<file path="src/rtl/bytemerge_pkg.sv">
package bytemerge_pkg;
  localparam int WORD_W = 32;
  localparam int LANE_W = 8;
  localparam int LANES  = WORD_W / LANE_W;
  localparam int HALF_W = WORD_W / 2;

  typedef enum logic [1:0] {
    OP_AND_UP = 2'b00,
    OP_OR_UP  = 2'b01,
    OP_MERGE  = 2'b10,
    OP_RSVD   = 2'b11
  } bm_op_e;
endpackage

</file>
<file path="src/rtl/upper_imm_logic.sv">
module upper_imm_logic #(
  parameter int WORD_W = 32,
  localparam int HALF_W = WORD_W / 2
) (
  input  logic [WORD_W-1:0] a,
  input  logic [HALF_W-1:0] imm,
  output logic [WORD_W-1:0] and_res,
  output logic [WORD_W-1:0] or_res
);
  logic [WORD_W-1:0] and_mask;
  logic [WORD_W-1:0] or_mask;

  always_comb begin
    and_mask = {imm, {HALF_W{1'b1}}};
    or_mask  = {imm, {HALF_W{1'b0}}};
    and_res  = a & and_mask;
    or_res   = a | or_mask;
  end

  always_comb begin
    // the lower half passes through, and no bit is set that a lacked
    a_r1_low_pass: assert (and_res[HALF_W-1:0] == a[HALF_W-1:0]);
    a_r1_no_new_ones: assert ((and_res & ~a) == '0);
    // the lower half passes through, and no bit of a is cleared
    a_r2_low_pass: assert (or_res[HALF_W-1:0] == a[HALF_W-1:0]);
    a_r2_keeps_ones: assert ((a & ~or_res) == '0);
  end
endmodule

</file>
<file path="src/rtl/byte_lane_merge.sv">
module byte_lane_merge #(
  parameter int WORD_W = 32,
  parameter int LANE_W = 8,
  localparam int LANES = WORD_W / LANE_W
) (
  input  logic [WORD_W-1:0] a,
  input  logic [WORD_W-1:0] b,
  input  logic [LANES-1:0]  sel,
  output logic [WORD_W-1:0] merged
);
  for (genvar g = 0; g < LANES; g++) begin : g_lane
    assign merged[g*LANE_W +: LANE_W] = sel[g] ? b[g*LANE_W +: LANE_W]
                                               : a[g*LANE_W +: LANE_W];
  end

  always_comb begin
    // all-clear and all-set selects return a whole source
    a_r4_all_a: assert (sel != '0 || merged == a);
    a_r4_all_b: assert (sel != '1 || merged == b);
    // equal sources give that value whatever the select
    a_r8_alias: assert (a != b || merged == a);
  end
endmodule

</file>
<file path="src/rtl/bytemerge_unit.sv">
module bytemerge_unit (
  input  logic        in_valid,
  output logic        in_ready,
  input  logic [1:0]  op,
  input  logic [31:0] src_a,
  input  logic [31:0] src_b,
  input  logic [15:0] imm,
  input  logic [3:0]  lane_sel,
  output logic        out_valid,
  input  logic        out_ready,
  output logic [31:0] result,
  output logic        wr_en
);
  import bytemerge_pkg::*;

  logic [WORD_W-1:0] and_res;
  logic [WORD_W-1:0] or_res;
  logic [WORD_W-1:0] merge_res;
  logic              op_known;

  upper_imm_logic #(.WORD_W(WORD_W)) u_upper (
    .a(src_a), .imm(imm), .and_res(and_res), .or_res(or_res)
  );

  byte_lane_merge #(.WORD_W(WORD_W), .LANE_W(LANE_W)) u_merge (
    .a(src_a), .b(src_b), .sel(lane_sel), .merged(merge_res)
  );

  always_comb begin
    op_known = 1'b1;
    unique case (bm_op_e'(op))
      OP_AND_UP: result = and_res;
      OP_OR_UP:  result = or_res;
      OP_MERGE:  result = merge_res;
      default: begin
        result   = '0;
        op_known = 1'b0;
      end
    endcase
  end

  assign wr_en     = in_valid & op_known;
  assign out_valid = in_valid;
  assign in_ready  = out_ready;

  always_comb begin
    // the reserved code yields zero and no write
    a_r5_reserved: assert (op != 2'b11 || (result == '0 && !wr_en));
    // the handshake passes straight through
    a_r6_flow: assert (out_valid == in_valid && in_ready == out_ready);
    // a write is only requested alongside a valid result
    a_r7_we_valid: assert (!wr_en || out_valid);
  end
endmodule

</file>
<file path="config.mk">
export PLATFORM = sky130hd
export DESIGN_NAME = bytemerge_unit
export DESIGN_NICKNAME = d
export VERILOG_FILES = /design/src/rtl/bytemerge_pkg.sv /design/src/rtl/upper_imm_logic.sv /design/src/rtl/byte_lane_merge.sv /design/src/rtl/bytemerge_unit.sv
export SDC_FILE = /design/constraint.sdc
export NUM_CORES = 1
export LEC_CHECK = 0
export ABC_CLOCK_PERIOD_IN_PS = 2250
export CAP_MARGIN = 10
export CORE_MARGIN = 8
export CORE_UTILIZATION = 30
export DETAILED_ROUTE_END_ITERATION = 10
export PLACE_DENSITY_LB_ADDON = 0.12
export SLEW_MARGIN = 20
export SYNTH_ARGS = -nofsm -noshare
export SYNTH_HDL_FRONTEND = slang
export SYNTH_SLANG_ARGS = --single-unit
export TNS_END_PERCENT = 50
</file>
<file path="constraint.sdc">
create_clock -name vclk -period 2.25
set_input_delay 0.3375 -clock vclk [all_inputs]
set_output_delay 0.3375 -clock vclk [all_outputs]
set_load 0.1 [all_outputs]
</file>
==> qor.txt <==
Total track usage = 17.94%
Timing-limited maximum frequency = 0.4530 GHz
Unrepaired setup endpoints after global routing = yes
Maximum net fanout on the critical path = 9
Number of I/O port buffers = 121
Distinct cell type count after synthesis = 16
Number of hold violations in the final report = 0
Result of the run = finished, final reports clean
Actual slew at the worst max-slew pin = 0.5440 ns
Setup tns final = 0 ns
Post-synth top area cell = mux2i_1
Vias in the first global route = 1591
Overall power of the completed layout = 0.9930 mW
Net Count, Synth = 224
Worst slack on hold paths = 0.6751 ns
Number of DRC violations after detailed routing = 0
Leakage component of the power = 1.068 nW
Final-layout clock buffer total = 0
Number of warnings issued by yosys = 0
Post-synthesis cell count = 136
Start-to-end type of the worst setup path = in -> out
Hold-fix buffer count after cts = 0
Register area share after synthesis = 0%
Placed standard-cell area = 2634 um2
Post-cts gate resize count = 0
Antenna violations before repair = 0
Routed wire per std cell = 17.69 um
Most repeated cell in the gate-level netlist after synthesis = inv_1
Startpoint type of the worst setup path = primary input
Violation count after the first detailed-routing iteration = 60
Std-Cell Rows = 21
Maximum number of pins on one net before global-route repair = 24
Most area-consuming cells after synthesis = mux2i_1, o2bb2ai_1, maj3_2
Final standard cell utilization of the core = 79.93%
Drt pass-1 iters = 4
Cell area after layout = 2646 um2
Setup fix buffers added after clock tree synthesis = 0
Combined flip-flop and latch cell area = 0 um2
Antenna Violating Nets Remaining = 0
Data arrival time at the worst-slack endpoint = 1.87 ns
Global route total overflow = 0
Half-perimeter wire length of the detailed placement result = 4.577 mm
Antenna diode count = 0
Period utilisation layout = 98.11%
Worst slew slack as a fraction of its limit = 63.69%
Power Dens Cells = 375.3 nW/um2
Kind of end point of the critical path = primary output
Core region area = 3311 um2
Fraction of synthesized cell area taken by the top area cell type = 15.57%
Vertical die dimension = 74.55 um
Area of the die = 5558 um2
I/O pin count = 123
Wire length of the first global-routing pass = 7.997 mm
Worst voltage drop across the vdd grid = 0.2123 mV
Via-to-Cell Ratio = 5.081
Weighted congestion reported at the end of routability-driven placement = 0.7119
Layout filler cell count = 243
Synth Cell Area = 1028 um2
Synthesized area per cell = 7.562 um2
Path category of the worst min-delay check = in -> out
FFs & Latches = 0
Max-Cap Viols = 0
Count of final setup violators = 0
Share of cells above drive strength 1 = 27.60%
Fin crit period = 2.208 ns
Die outline width = 74.55 um
Area grow syn2layout = 157.3%
Post-detailed-routing wire length = 5.237 mm
Final Net Count = 340
Worst Path Required = 1.91 ns
Post-synth top cells = inv_1, mux2i_1, nand3_1, o2bb2ai_1, nand2b_1
Max-slew violation count = 0
Starting density of the core = 31.07%
Via total after detailed routing = 1504
[metal layers]
layer / track usage [%] / wire length, um
met3: 6.873 / 608
met2: 32.91 / 2594
met5: 0 / 0
met1: 19.38 / 1987
met4: 1.957 / 46
[cells in the final DEF, fill, tap and decap left out, drive strengths merged]
master          n
mux2i          16
clkdlybuf4s50  87
o2bb2ai        16
a21boi          1
or3b            2
inv            17
nand3          16
maj3           16
buf            46
nand2b         15
or2             2
o221ai         16
[where the power goes]
| part | switching [mW] | internal [mW] | total (mW) | leakage (nW) |
|---|---|---|---|---|
| sequential | 0 | 0 | 0 | 0 |
| clock | 0 | 0 | 0 | 0 |
| combinational | 0.573 | 0.420 | 0.993 | 1.07 |
| total | 0.573 | 0.420 | 0.993 | 1.07 |
[through the flow]
step / worst slack, ns / instances
final: 0.04245 / 296
after global routing: -0.03817 / 296
after CTS: 0.04019 / 296
after detailed placement: 0.04067 / 296
after global placement: 0.07318 / 296
after floorplan: -0.4171 / 136
[cells by family (layout without fill, tap and decap cells)]
group                    after synthesis  after routing  share of synthesized area (%)
buffers and inverters                 36            150                          18.37
AND/OR/NAND/NOR                       35             35                          19.83
AO/OA/AOI/OAI                         33             33                          29.20
adder cells (fa/ha/maj)               16             16                          17.03
multiplexers                          16             16                          15.57
[worst paths after layout]
kind	from	depth (start not counted)	slack, ns	end
max	op[0]	5	0.04	result[5]
min	out_ready	0	0.68	in_ready
[critical path, cell delays in order]
cell and delay (ns):
clkdlybuf4s50_1 0.45, buf_4 0.19, or2_1 0.33, o221ai_1 0.33, buf_12 0.22
[area by class of cell]
| cell class | instances | area, um2 | area share [%] |
|---|---|---|---|
| Inverter | 17 | 63.81 | 2.411 |
| Tap cell | 46 | 57.56 | 2.175 |
| Timing Repair Buffer | 133 | 1642 | 62.03 |
| Multi-Input combinational cell | 100 | 883.3 | 33.38 |
Note: power is estimated with default switching activity, not from simulation.
